File: config.mk
export PLATFORM = sky130hd
export DESIGN_NAME = adc_seq_ctrl
export DESIGN_NICKNAME = d
export VERILOG_FILES = /design/src/rtl/adc_seq_pkg.sv /design/src/rtl/adc_seq_timer.sv /design/src/rtl/adc_seq_shift.sv /design/src/rtl/adc_seq_ctrl.sv
export SDC_FILE = /design/constraint.sdc
export NUM_CORES = 1
export LEC_CHECK = 0
export ABC_AREA = 0
export BUFFER_PORTS_ARGS = -buffer_cell sky130_fd_sc_hd__buf_4
export CORE_ASPECT_RATIO = 1.1
export CORE_MARGIN = 1.5
export CORE_UTILIZATION = 45
export DETAILED_ROUTE_END_ITERATION = 6
export PLACE_DENSITY_LB_ADDON = 0.3
export SYNTH_ARGS = -nofsm -noshare
export SYNTH_HDL_FRONTEND = slang
export SYNTH_SLANG_ARGS = --single-unit
File: constraint.sdc
create_clock -name clk -period 3.2 [get_ports clk]
set_input_delay 0.16 -clock clk [delete_from_list [all_inputs] [get_ports clk]]
set_output_delay 0.16 -clock clk [all_outputs]
set_load 0.05 [all_outputs]
File: src/rtl/adc_seq_pkg.sv
package adc_seq_pkg;

  typedef enum logic [1:0] {
    RD_AFTER  = 2'd0,
    RD_DURING = 2'd1,
    RD_SPAN   = 2'd2
  } rd_mode_e;

  typedef enum logic [2:0] {
    S_IDLE  = 3'd0,
    S_ACQ   = 3'd1,
    S_PULSE = 3'd2,
    S_XFER  = 3'd3,
    S_CONV  = 3'd4
  } seq_state_e;

  // Code 3 is not a mode of its own and falls back to read-after.
  function automatic rd_mode_e decode_mode(input logic [1:0] code);
    case (code)
      2'd1:    return RD_DURING;
      2'd2:    return RD_SPAN;
      default: return RD_AFTER;
    endcase
  endfunction

  function automatic int unsigned max2(input int unsigned a, input int unsigned b);
    return (a > b) ? a : b;
  endfunction

  // System-clock cycles taken by one serial bit.
  function automatic int unsigned bit_cycles(input int unsigned half_period);
    return 2 * half_period;
  endfunction

endpackage

File: src/rtl/adc_seq_timer.sv
module adc_seq_timer #(
  parameter int unsigned MAX      = 15,
  parameter bit          RST_FULL = 1'b0
) (
  input  logic                         clk,
  input  logic                         rst_n,
  input  logic                         clr_i,
  output logic [$clog2(MAX+1)-1:0]     cnt_o
);
  localparam int CW = $clog2(MAX + 1);
  localparam logic [CW-1:0] TOP = CW'(MAX);

  logic [CW-1:0] rst_val;

  generate
    if (RST_FULL) begin : g_full
      assign rst_val = TOP;
    end else begin : g_zero
      assign rst_val = '0;
    end
  endgenerate

  always_ff @(posedge clk or negedge rst_n) begin
    if (!rst_n)          cnt_o <= rst_val;
    else if (clr_i)      cnt_o <= '0;
    else if (cnt_o != TOP) cnt_o <= cnt_o + 1'b1;
  end

endmodule

File: src/rtl/adc_seq_shift.sv
module adc_seq_shift #(
  parameter int unsigned W   = 12,
  parameter int unsigned DIV = 2
) (
  input  logic         clk,
  input  logic         rst_n,
  input  logic         load_i,
  input  logic [W-1:0] cfg_i,
  input  logic         run_i,
  input  logic         sdo_i,
  output logic         sclk_o,
  output logic         sdi_o,
  output logic         bnd_o,
  output logic         done_o,
  output logic [W-1:0] res_o,
  output logic         res_vld_o
);
  localparam int PW = (DIV > 1) ? $clog2(DIV) : 1;
  localparam int BW = $clog2(W + 1);
  localparam logic [PW-1:0] PH_LAST = PW'(DIV - 1);
  localparam logic [BW-1:0] BITS_ALL = BW'(W);

  logic [PW-1:0] ph_q;
  logic [BW-1:0] bits_q;
  logic [W-1:0]  tx_q, rx_q;
  logic          step_w, fall_w, last_w;

  assign done_o = (bits_q == BITS_ALL);
  assign bnd_o  = !sclk_o && (ph_q == '0);
  assign step_w = run_i && !done_o && (ph_q == PH_LAST);
  assign fall_w = step_w && sclk_o;
  assign last_w = fall_w && (bits_q == BW'(W - 1));
  assign sdi_o  = tx_q[W-1];

  always_ff @(posedge clk or negedge rst_n) begin
    if (!rst_n) begin
      ph_q      <= '0;
      sclk_o    <= 1'b0;
      bits_q    <= BITS_ALL;
      tx_q      <= '0;
      rx_q      <= '0;
      res_o     <= '0;
      res_vld_o <= 1'b0;
    end else begin
      res_vld_o <= last_w;
      if (load_i) begin
        ph_q   <= '0;
        sclk_o <= 1'b0;
        bits_q <= '0;
        tx_q   <= cfg_i;
      end else if (run_i && !done_o) begin
        if (step_w) begin
          ph_q   <= '0;
          sclk_o <= !sclk_o;
        end else begin
          ph_q <= ph_q + 1'b1;
        end
        if (fall_w) begin
          tx_q   <= {tx_q[W-2:0], 1'b0};
          rx_q   <= {rx_q[W-2:0], sdo_i};
          bits_q <= bits_q + 1'b1;
        end
      end
      if (last_w) res_o <= {rx_q[W-2:0], sdo_i};
    end
  end

endmodule

File: src/rtl/adc_seq_ctrl.sv
module adc_seq_ctrl
  import adc_seq_pkg::*;
#(
  parameter int unsigned W         = 12,
  parameter int unsigned SCLK_DIV  = 2,
  parameter int unsigned ACQ_CYC   = 100,
  parameter int unsigned CONV_CYC  = 900,
  parameter int unsigned WIN_CYC   = 120,
  parameter int unsigned PULSE_CYC = 10
) (
  input  logic         clk,
  input  logic         rst_n,
  input  logic         start_i,
  input  logic [1:0]   mode_i,
  input  logic [W-1:0] cfg_i,
  output logic [W-1:0] result_o,
  output logic         result_vld_o,
  output logic         busy_o,
  output logic         cnv_o,
  output logic         sclk_o,
  output logic         sdi_o,
  input  logic         sdo_i
);
  localparam int unsigned PH_MAX = max2(ACQ_CYC, PULSE_CYC);
  localparam int PH_W = $clog2(PH_MAX + 1);
  localparam int CV_W = $clog2(CONV_CYC + 1);

  seq_state_e state_q, state_n;
  rd_mode_e   mode_q;
  logic [PH_W-1:0] ph_cnt;
  logic [CV_W-1:0] conv_cnt_q;

  // Named internal events, also observed by the bound checker.
  logic start_acc_w, acq_ok_w, pulse_ok_w, conv_ok_w;
  logic bit_bnd_w, bits_done_w, run_w, pause_w;
  logic conv_start_w, xfer_w, rac_w, ph_clr_w;

  assign start_acc_w  = (state_q == S_IDLE) && start_i;
  assign acq_ok_w     = (ph_cnt >= PH_W'(ACQ_CYC - 1));
  assign pulse_ok_w   = (ph_cnt >= PH_W'(PULSE_CYC - 1));
  assign conv_ok_w    = (conv_cnt_q >= CV_W'(CONV_CYC));
  assign rac_w        = (mode_q == RD_AFTER);
  assign xfer_w       = (state_q == S_XFER);
  assign ph_clr_w     = (state_n != state_q);
  assign conv_start_w = (state_q == S_ACQ) && (state_n != S_ACQ);
  assign pause_w      = (mode_q == RD_SPAN) && acq_ok_w && bit_bnd_w;
  assign run_w        = ((state_q == S_ACQ) && (mode_q != RD_DURING) && !pause_w) || xfer_w;

  always_comb begin
    state_n = state_q;
    unique case (state_q)
      S_IDLE:  if (start_i) state_n = S_ACQ;
      S_ACQ: begin
        unique case (mode_q)
          RD_DURING: if (acq_ok_w) state_n = S_PULSE;
          RD_SPAN:   if (acq_ok_w && (bits_done_w || bit_bnd_w)) state_n = S_PULSE;
          default:   if (acq_ok_w && bits_done_w) state_n = S_CONV;
        endcase
      end
      S_PULSE: if (pulse_ok_w) state_n = bits_done_w ? S_CONV : S_XFER;
      S_XFER:  if (bits_done_w) state_n = S_CONV;
      S_CONV:  if (conv_ok_w) state_n = S_IDLE;
      default: state_n = S_IDLE;
    endcase
  end

  always_ff @(posedge clk or negedge rst_n) begin
    if (!rst_n) begin
      state_q <= S_IDLE;
      mode_q  <= RD_AFTER;
    end else begin
      state_q <= state_n;
      if (start_acc_w) mode_q <= decode_mode(mode_i);
    end
  end

  assign cnv_o  = !((state_q == S_ACQ) || (state_q == S_XFER));
  assign busy_o = (state_q != S_IDLE);

  adc_seq_timer #(.MAX(PH_MAX), .RST_FULL(1'b0)) i_ph_tmr (
    .clk   (clk),
    .rst_n (rst_n),
    .clr_i (ph_clr_w),
    .cnt_o (ph_cnt)
  );

  adc_seq_timer #(.MAX(CONV_CYC), .RST_FULL(1'b1)) i_conv_tmr (
    .clk   (clk),
    .rst_n (rst_n),
    .clr_i (conv_start_w),
    .cnt_o (conv_cnt_q)
  );

  adc_seq_shift #(.W(W), .DIV(SCLK_DIV)) i_shift (
    .clk       (clk),
    .rst_n     (rst_n),
    .load_i    (start_acc_w),
    .cfg_i     (cfg_i),
    .run_i     (run_w),
    .sdo_i     (sdo_i),
    .sclk_o    (sclk_o),
    .sdi_o     (sdi_o),
    .bnd_o     (bit_bnd_w),
    .done_o    (bits_done_w),
    .res_o     (result_o),
    .res_vld_o (result_vld_o)
  );

endmodule

==> impl_table.tex, run 1 <==
\begin{tabular}{lr}
\hline
Metric & Value \\
\hline
\multicolumn{2}{l}{\textbf{Run status}} \\
\quad Outcome & finished, final reports clean \\
\multicolumn{2}{l}{\textbf{Clock network}} \\
\quad TritonCTS clock tree & done \\
\quad Count of buffers added by post-CTS timing repair for setup & 0 \\
\quad Later-pin clock latency in the skew report & roughly 0.34 ns \\
\quad Clock Sinks & 64 \\
\quad CTS Root Buffer Type & sky130\_fd\_sc\_hd\_\_clkbuf\_8 \\
\quad Number of H-tree levels & 3 \\
\quad CTS buffer count & 9 \\
\quad Bufs on Longest Clock Path & 2 \\
\quad Register clock-pin slew on the reported worst setup and hold paths & 0.07 ns \\
\multicolumn{2}{l}{\textbf{Pwr}} \\
\quad IR Drop Worst-Case VDD & 0.4298 mV \\
\quad Power per unit of standard cell area & 772.0 nW/um\^{}2 \\
\quad Standby leakage power & 1.761 nW \\
\multicolumn{2}{l}{\textbf{Timing}} \\
\quad Setup repair after global routing missed its margin & no \\
\quad Sum of negative setup slack & 0 ns \\
\quad Final-report hold violation count & 0 \\
\quad Post-layout min period & 2.329 ns \\
\quad Fin worst setup slack & 0.8706 ns \\
\quad Final count of negative-setup-slack endpoints & 0 \\
\quad Slew of the pin with the lowest slew margin & 0.7899 ns \\
\quad Max Freq & around 430 MHz \\
\quad Number of slew-limit violations in the final report & 0 \\
\quad Clock skew & between 0.009 and 0.01 ns \\
\quad Final worst path period share & between 70\% and 80\% \\
\quad Worst relative slew slack & 47.34\% \\
\multicolumn{2}{l}{\textbf{Place}} \\
\quad Worst-case setup slack after placement & slightly above 0.9 ns \\
\quad Count of buffers inserted at the top-level ports & 34 \\
\quad Weighted congestion reported at the end of routability-driven placement & 0.8334 \\
\quad HPWL after detailed placement & 3.849 mm \\
\multicolumn{2}{l}{\textbf{Floorplan}} \\
\quad FP Rows & 31 \\
\quad Die outline width & 82.02 um \\
\quad Core footprint & 6633 um\^{}2 \\
\quad Initial core utilization & 46.59\% \\
\quad Num ports & 35 \\
\quad Height of the chip & approximately 90 um \\
\quad Area of the die & 7374 um\^{}2 \\
\multicolumn{2}{l}{\textbf{Logic synthesis}} \\
\quad Async set-or-reset flop fraction in the synthesized netlist & 100.0\% \\
\quad Most used flip-flop cell after synthesis & sky130\_fd\_sc\_hd\_\_dfrtp\_1 \\
\quad Synthesis Warnings & 0 \\
\quad Number of enable-type register cells in the synthesized netlist & 0 \\
\quad Post-synth net total & 312 \\
\quad Number of instances in the synthesized netlist & approximately 290 \\
\quad Post-synthesis sequential area ratio & a little over half \\
\quad Post-synth design cell area & 3090 um\^{}2 \\
\quad Number of library cell types mapped by synthesis & 45 \\
\quad Mapped Avg Cell Area & 10.84 um\^{}2 \\
\quad Number of synthesized register bits & 64 \\
\multicolumn{2}{l}{\textbf{Route}} \\
\quad Met2 WL post-DR & 2.646 mm \\
\quad Count of nets left with antenna violations after detail routing & 0 \\
\quad Post-detailed-route DRC marker count & 0 \\
\quad Routed WL per cell & 13.62 um \\
\quad Met1 WL & 2.560 mm \\
\quad Post-DR vias/cell & 5.357 \\
\quad Length of the first detailed-routing pass in iterations & 4 \\
\quad Via count & 2191 \\
\quad Top Layer Used & met4 \\
\quad Met3 WL post-DR & 207 um \\
\quad Total wire length & 5.572 mm \\
\quad Initial drt markers & 101 \\
\multicolumn{2}{l}{\textbf{Final layout}} \\
\quad Number of nets at the end of the flow & 349 \\
\quad Area growth from synthesis to layout & 16.32\% \\
\quad Fillers & 566 \\
\quad Layout cell share with drive strength beyond 1 & $\sim$28\% \\
\quad Ant. Diodes & 0 \\
\multicolumn{2}{l}{\textbf{Global routing}} \\
\quad Number of global-route vias before repair & about 2200 \\
\quad First-pass GRT wire length & 9.646 mm \\
\quad Largest net degree at the start of global routing & 65 \\
\quad Antenna violations before repair & 0 \\
\quad Total global-route track usage & between 10\% and 20\% \\
\quad GRT Residual Overflow & 0 \\
\multicolumn{2}{l}{\textbf{Critical path}} \\
\quad Critical path origin & i\_ph\_tmr.cnt\_o[1] \\
\quad WP data required & 3.46 ns \\
\quad CP startpoint kind & register \\
\quad Arrival time reported for the critical path endpoint & between 2 and 3 ns \\
\quad FF-to-FF End & i\_ph\_tmr.cnt\_o[3] \\
\quad Count of cells along the worst register-to-register path & 7 \\
\quad Critical setup path kind & register to register \\
\quad Flop-to-flop setup slack & around 0.87 ns \\
\quad Startpoint of the most critical register-to-register path & i\_ph\_tmr.cnt\_o[1] \\
\quad Critical path capture point & i\_ph\_tmr.cnt\_o[3] \\
\quad Critical path capture point type & register \\
\quad Critical Path Fanout Max & 7 \\
\multicolumn{2}{l}{\textbf{Worst hold path}} \\
\quad Min-delay worst type & input pin to register \\
\quad Start point of the worst hold path & cfg\_i[11] \\
\multicolumn{2}{l}{\textbf{Job}} \\
\quad Max-cap viol count & 0 \\
\hline
\end{tabular}
per-layer routing:
| metal | global-route usage (%) | up-vias |
|---|---|---|
| met1 | 21.67 | 1068 |
| met5 | 0 | - |
| met2 | 26.30 | 39 |
| li1 | - | 1072 |
| met3 | 3.858 | 12 |
| met4 | 9.746 | 0 |
repair_timing:
| action | 4_1_cts | 5_1_grt |
|---|---|---|
| hold endpoints to repair | 58 | 0 |
| gates resized for setup | 0 | 0 |
| hold buffers | 1 | 0 |
worst max-delay path, cell delays in order (launching register included):
cell and delay, ns:
sky130_fd_sc_hd__dfrtp_1 0.46, sky130_fd_sc_hd__inv_1 0.11, sky130_fd_sc_hd__ha_1 0.20, sky130_fd_sc_hd__o41ai_2 0.56, sky130_fd_sc_hd__a21oi_1 0.13, sky130_fd_sc_hd__o21ai_0 0.34
sky130_fd_sc_hd__o2111ai_2 0.29, sky130_fd_sc_hd__nor2_1 0.17
sequential cells by signal, indices dropped and copies added (netlist names):
register,cells
i_shift.ph_q,1
i_conv_tmr.cnt_o,10
state_q,3
i_shift.res_o,12
i_shift.bits_q,4
i_shift.tx_q,12
i_shift.sclk_o,1
i_shift.res_vld_o,1
i_shift.rx_q,11
mode_q,2
i_ph_tmr.cnt_o,7
worst min-delay path by stage:
stage                          end  slack, ns  cells after the start
6_report          i_shift.tx_q[11]       0.02                      3
5_1_grt           i_shift.tx_q[11]       0.03                      3
2_1_floorplan  i_conv_tmr.cnt_o[0]      -0.14                      0
3_3_place_gp     i_ph_tmr.cnt_o[1]       0.30                      1
3_5_place_dp     i_ph_tmr.cnt_o[1]       0.30                      1
4_1_cts           i_shift.tx_q[11]       0.02                      3
synth_stat cells (all sizes together), types with 2 or more instances:
cell type   n  area, um^2
a311oi      2       17.52
nand3b      2       15.01
or4         2       15.01
ha          9       112.6
nand3      10       50.05
a22oi      11       82.58
dfrtp      58        1451
dfstp       6       157.7
inv        10       37.54
o21ai      12       63.81
nand2      35       131.4
nor2       29       111.4
nor3        3       15.01
nor4        4       40.04
a21oi       7       35.03
buf         5       27.53
and3        6       37.54
clkbuf      6       22.52
mux2       24       304.0
nand2b      2       12.51
nand4       6       37.54
xor2       11       96.34
or3         3       18.77
a211oi      2       15.01
a211o       2       17.52
xnor2       4       35.03
logic make-up after synthesis:
kind of cell / Yosys count / share of synthesized area, %
AND/OR/NAND/NOR: 107 / 17.05
flip-flops: 64 / 52.06
AO/OA/AOI/OAI: 44 / 10.00
multiplexers: 25 / 10.16
buffers and inverters: 21 / 2.834
XOR/XNOR: 15 / 4.251
adder cells (fa/ha/maj): 9 / 3.644
power breakdown:
part	leakage (nW)	internal, mW	switching, mW
Combinational	0.854	0.387	0.550
Clock	0.0854	0.280	0.318
Sequential	0.822	1.03	0.207
Total	1.76	1.70	1.08
area by class of cell:
class / instances / area (um^2) / area share [%]
repair buffers: 37 / 280.3 / 7.797
well taps: 82 / 102.6 / 2.854
clock buffers: 9 / 123.9 / 3.446
inverters: 10 / 37.54 / 1.044
multi-input cells: 200 / 1394 / 38.77
clock inverters: 7 / 47.55 / 1.323
flip-flops and latches: 64 / 1609 / 44.76
cell usage in the layout, fill, tap and decap left out, drive strengths merged, types with 2 or more instances in the layout:
cell,n
dfrtp,58
buf,36
nand2,35
nor2,29
mux2,24
o21ai,12
xor2,11
a22oi,11
inv,11
nand3,10
ha,9
clkbuf,9
a21oi,7
nand4,6
and3,6
dfstp,6
xnor2,4
nor4,4
clkinv,4
or3,3
nor3,3
nand2b,2
a211oi,2
a211o,2
a311oi,2
or4,2
nand3b,2
clkinvlp,2
stage by stage:
stage	std cells	hold slack [ns]	total power [mW]	utilization [%]	cell area, um^2
after CTS	409	0.01530	2.804	54.20	3595
after global placement	392	0.2961	2.172	51.46	3413
after detailed placement	392	0.3010	2.195	51.46	3413
final	409	0.02453	2.775	54.20	3595
after floorplan	285	-0.1356	1.944	-	3090
after global routing	409	0.02537	2.990	54.20	3595
No activity file was read; power rests on OpenSTA's default activity.
==> run 2, diff against run 1 <==
==> constraint.sdc (replaced) <==
create_clock -name clk -period 2.1 [get_ports clk]
set_input_delay 0.105 -clock clk [delete_from_list [all_inputs] [get_ports clk]]
set_output_delay 0.105 -clock clk [all_outputs]
set_load 0.05 [all_outputs]
==> run 2 against run 1 <==
- non-clock buffer count is 29 higher
- clock power is 58% higher
- highest routed layer unchanged
- cell count is 7.1% higher
- final area is 8.7% higher
- sequential power is 50% higher
- utilization is 4.7 points higher
- register-to-register slack worse by 0.81 ns
- wire length is 9.2% higher
- die area stayed put
- maximum frequency is 14% higher
==> impl_table.tex, run 2 (synthesized netlist as in run 1, its figures left out) <==
\begin{tabular}{lr}
\hline
Metric & Value \\
\hline
\multicolumn{2}{l}{\textbf{Global routing}} \\
\quad Total global-route track usage & 19.08\% (was 17.06\%) \\
\quad Number of global-route vias before repair & 2374 (was 2182) \\
\quad Largest net degree at the start of global routing & 65 (unchanged) \\
\quad GRT Residual Overflow & 0 (unchanged) \\
\quad Antenna violations before repair & 0 (unchanged) \\
\quad First-pass GRT wire length & 10.90 mm (was 9.646 mm) \\
\multicolumn{2}{l}{\textbf{Route}} \\
\quad Initial drt markers & 129 (was 101) \\
\quad Post-detailed-route DRC marker count & 0 (unchanged) \\
\quad Length of the first detailed-routing pass in iterations & 4 (unchanged) \\
\quad Count of nets left with antenna violations after detail routing & 0 (unchanged) \\
\quad Total wire length & 6.083 mm (was 5.572 mm) \\
\quad Routed WL per cell & 13.89 um (was 13.62 um) \\
\quad Post-DR vias/cell & 5.358 (was 5.357) \\
\quad Via count & 2347 (was 2191) \\
\multicolumn{2}{l}{\textbf{Floorplan}} \\
\quad Core footprint & 6633 um\^{}2 (unchanged) \\
\quad Area of the die & 7374 um\^{}2 (unchanged) \\
\quad Die outline width & 82.02 um (unchanged) \\
\quad Num ports & 35 (unchanged) \\
\quad FP Rows & 31 (unchanged) \\
\quad Height of the chip & 89.92 um (unchanged) \\
\quad Initial core utilization & 46.59\% (unchanged) \\
\multicolumn{2}{l}{\textbf{Clock network}} \\
\quad TritonCTS clock tree & done (unchanged) \\
\quad Count of buffers added by post-CTS timing repair for setup & 0 (unchanged) \\
\quad CTS Root Buffer Type & sky130\_fd\_sc\_hd\_\_clkbuf\_8 (unchanged) \\
\quad CTS buffer count & 9 (unchanged) \\
\quad Clock Sinks & 64 (unchanged) \\
\quad Register clock-pin slew on the reported worst setup and hold paths & 0.07 ns (about the same) \\
\quad Number of H-tree levels & 3 (unchanged) \\
\quad Bufs on Longest Clock Path & 2 (unchanged) \\
\quad Later-pin clock latency in the skew report & 0.34 ns (about the same) \\
\multicolumn{2}{l}{\textbf{Critical path}} \\
\quad CP startpoint kind & register (unchanged) \\
\quad Delay of the slowest cell on the worst path & 0.54 ns (was 0.56 ns) \\
\quad Worst path bufs/invs & 0 (was 1) \\
\quad Critical Path Fanout Max & 10 (was 7) \\
\quad Arrival time reported for the critical path endpoint & 2.26 ns (was 2.59 ns) \\
\quad Worst-path cell with the longest stage delay & sky130\_fd\_sc\_hd\_\_or3b\_2 (was sky130\_fd\_sc\_hd\_\_o41ai\_2) \\
\quad WP data required & 2.32 ns (was 3.46 ns) \\
\quad Cell breakdown of the critical path & or3b\_2 > a311oi\_1 > nand2\_1 > o21ai\_4 > nor2\_1 (was inv\_1 > ha\_1 > o41ai\_2 > a21oi\_1 > o21ai\_0 > o2111ai\_2 > nor2\_1) \\
\quad Critical setup path kind & register to register (unchanged) \\
\quad Category of cells accounting for the largest share of critical-path delay & simple AND/OR/NAND/NOR gates (was compound AO/OA/AOI/OAI gates) \\
\quad Critical path capture point type & register (unchanged) \\
\quad Flop-to-flop setup slack & 0.06 ns (was 0.87 ns) \\
\multicolumn{2}{l}{\textbf{Pwr}} \\
\quad Part of the total power dissipated in combinational logic & 37.7\% (was 33.8\%) \\
\quad Clock network fraction of total power & 21.0\% (was 21.5\%) \\
\quad IR Drop Worst-Case VDD & 0.7183 mV (was 0.4298 mV) \\
\quad P\_int & 2.797 mW (was 1.700 mW) \\
\quad Power per unit of standard cell area & 1155 nW/um\^{}2 (was 772.0 nW/um\^{}2) \\
\quad Sequential cell fraction of total power & 41.3\% (was 44.7\%) \\
\quad Switching part of the total & 38.01\% (was 38.74\%) \\
\quad Standby leakage power & 1.906 nW (was 1.761 nW) \\
\quad Net load switching power & 1.715 mW (was 1.075 mW) \\
\quad Total power draw & 4.512 mW (was 2.775 mW) \\
\multicolumn{2}{l}{\textbf{Timing}} \\
\quad Final worst path period share & 97.00\% (was 72.80\%) \\
\quad Fin worst setup slack & 0.06308 ns (was 0.8706 ns) \\
\quad Slew of the pin with the lowest slew margin & 0.7886 ns (was 0.7899 ns) \\
\quad Final-report hold violation count & 0 (unchanged) \\
\quad Clock skew & 0.009571 ns (was 0.009006 ns) \\
\quad Minimum hold slack & 0.02974 ns (was 0.02453 ns) \\
\quad Final count of negative-setup-slack endpoints & 0 (unchanged) \\
\quad Worst relative slew slack & 47.42\% (was 47.34\%) \\
\quad Max Freq & 490.9 MHz (was 429.3 MHz) \\
\quad Number of slew-limit violations in the final report & 0 (unchanged) \\
\quad Post-layout min period & 2.037 ns (was 2.329 ns) \\
\quad Sum of negative setup slack & 0 ns (unchanged) \\
\multicolumn{2}{l}{\textbf{Place}} \\
\quad Placed instance area & 3546 um\^{}2 (was 3413 um\^{}2) \\
\quad HPWL after detailed placement & 4.031 mm (was 3.849 mm) \\
\quad Worst-case setup slack after placement & 0.06848 ns (was 0.9272 ns) \\
\quad Number of placed cells counting well taps & 408 (was 392) \\
\quad Weighted congestion reported at the end of routability-driven placement & 0.9567 (was 0.8334) \\
\quad Count of buffers inserted at the top-level ports & 34 (unchanged) \\
\multicolumn{2}{l}{\textbf{Final layout}} \\
\quad Number of nets at the end of the flow & 378 (was 349) \\
\quad Area of all placed cells without fillers & 3906 um\^{}2 (was 3595 um\^{}2) \\
\quad Layout cell share with drive strength beyond 1 & 31.18\% (was 27.83\%) \\
\quad Final cell utilization of the core & 58.89\% (was 54.20\%) \\
\quad Non-filler instance count after layout & 438 (was 409) \\
\quad Most frequent cells in the layout & sky130\_fd\_sc\_hd\_\_dfrtp\_1, sky130\_fd\_sc\_hd\_\_buf\_4, sky130\_fd\_sc\_hd\_\_nand2\_1 (unchanged) \\
\quad Ant. Diodes & 0 (unchanged) \\
\quad Most common cell after layout, fill and taps aside & sky130\_fd\_sc\_hd\_\_dfrtp\_1 (unchanged) \\
\quad Leading registers by flop count & i\_shift.res\_o x12, i\_shift.tx\_q x12, i\_shift.rx\_q x11 (unchanged) \\
\quad Area growth from synthesis to layout & 26.40\% (was 16.32\%) \\
\multicolumn{2}{l}{\textbf{Job}} \\
\quad Max-cap viol count & 0 (unchanged) \\
\multicolumn{2}{l}{\textbf{Worst hold path}} \\
\quad Min-delay worst type & input pin to register (unchanged) \\
\multicolumn{2}{l}{\textbf{Run status}} \\
\quad Outcome & finished, final reports clean (unchanged) \\
\hline
\end{tabular}
-- run 2: cell types whose count changed in the layout (fill, tap and decap cells not counted), sizes merged --
cell         change
buf             +16
dlygate4sd3     +13
clkbuf           +1
clkinvlp         -1
-- run 2: metal layers --
layer  vias up  routed length, um  GRT usage (%)
li1       1132                  -              -
met1      1161               2706          25.37
met2        40               3064          29.44
met3        14                172          3.452
met4         0                139          9.605
met5         -                  0              0
-- run 2: power groups by stage --
stage	registers, mW	clock network (mW)	logic, mW
2_1_floorplan	1.88	0	1.08
3_3_place_gp	1.87	0	1.59
3_5_place_dp	1.88	0	1.62
4_1_cts	1.86	0.978	1.65
5_1_grt	1.91	1.03	1.93
6_report	1.86	0.946	1.70
-- run 2: final timing paths --
kind / endpoint / start / cells past startpoint
max in group asynchronous: i_shift.tx_q[6] / rst_n / 2
hold / removal: mode_q[0] / mode_i[0] / 3
setup reg to reg: i_conv_tmr.cnt_o[3] / state_q[0] / 5
hold reg to reg: i_shift.tx_q[9] / i_shift.tx_q[9] / 2
min in group asynchronous: i_ph_tmr.cnt_o[3] / rst_n / 2
setup / recovery: i_conv_tmr.cnt_o[3] / state_q[0] / 5
-- run 2: worst register-to-register path: cells and delay by family, from the launching register on --
kind | cells | cell delay [ns]
AOI/OAI and AO/OA | 2 | 0.61
DFF | 1 | 0.47
and+or+nand+nor | 3 | 0.83
-- run 2: layout make-up --
class	instances	area, um^2
clock buffer	10	137.6
clock inverter	6	43.79
fill	564	2726
inverter	10	37.54
multi-input combinational	200	1433
sequential	64	1609
tap	82	102.6
timing repair buffer	66	543.0
-- run 2: timing repair --
item | 4_1_cts | 5_1_grt
endpoints found under the setup margin | 3 | 30
resized for setup | 1 | 6
hold buffers | 14 | 0
pin swaps | 1 | 2
endpoints found under the hold margin | 72 | 0
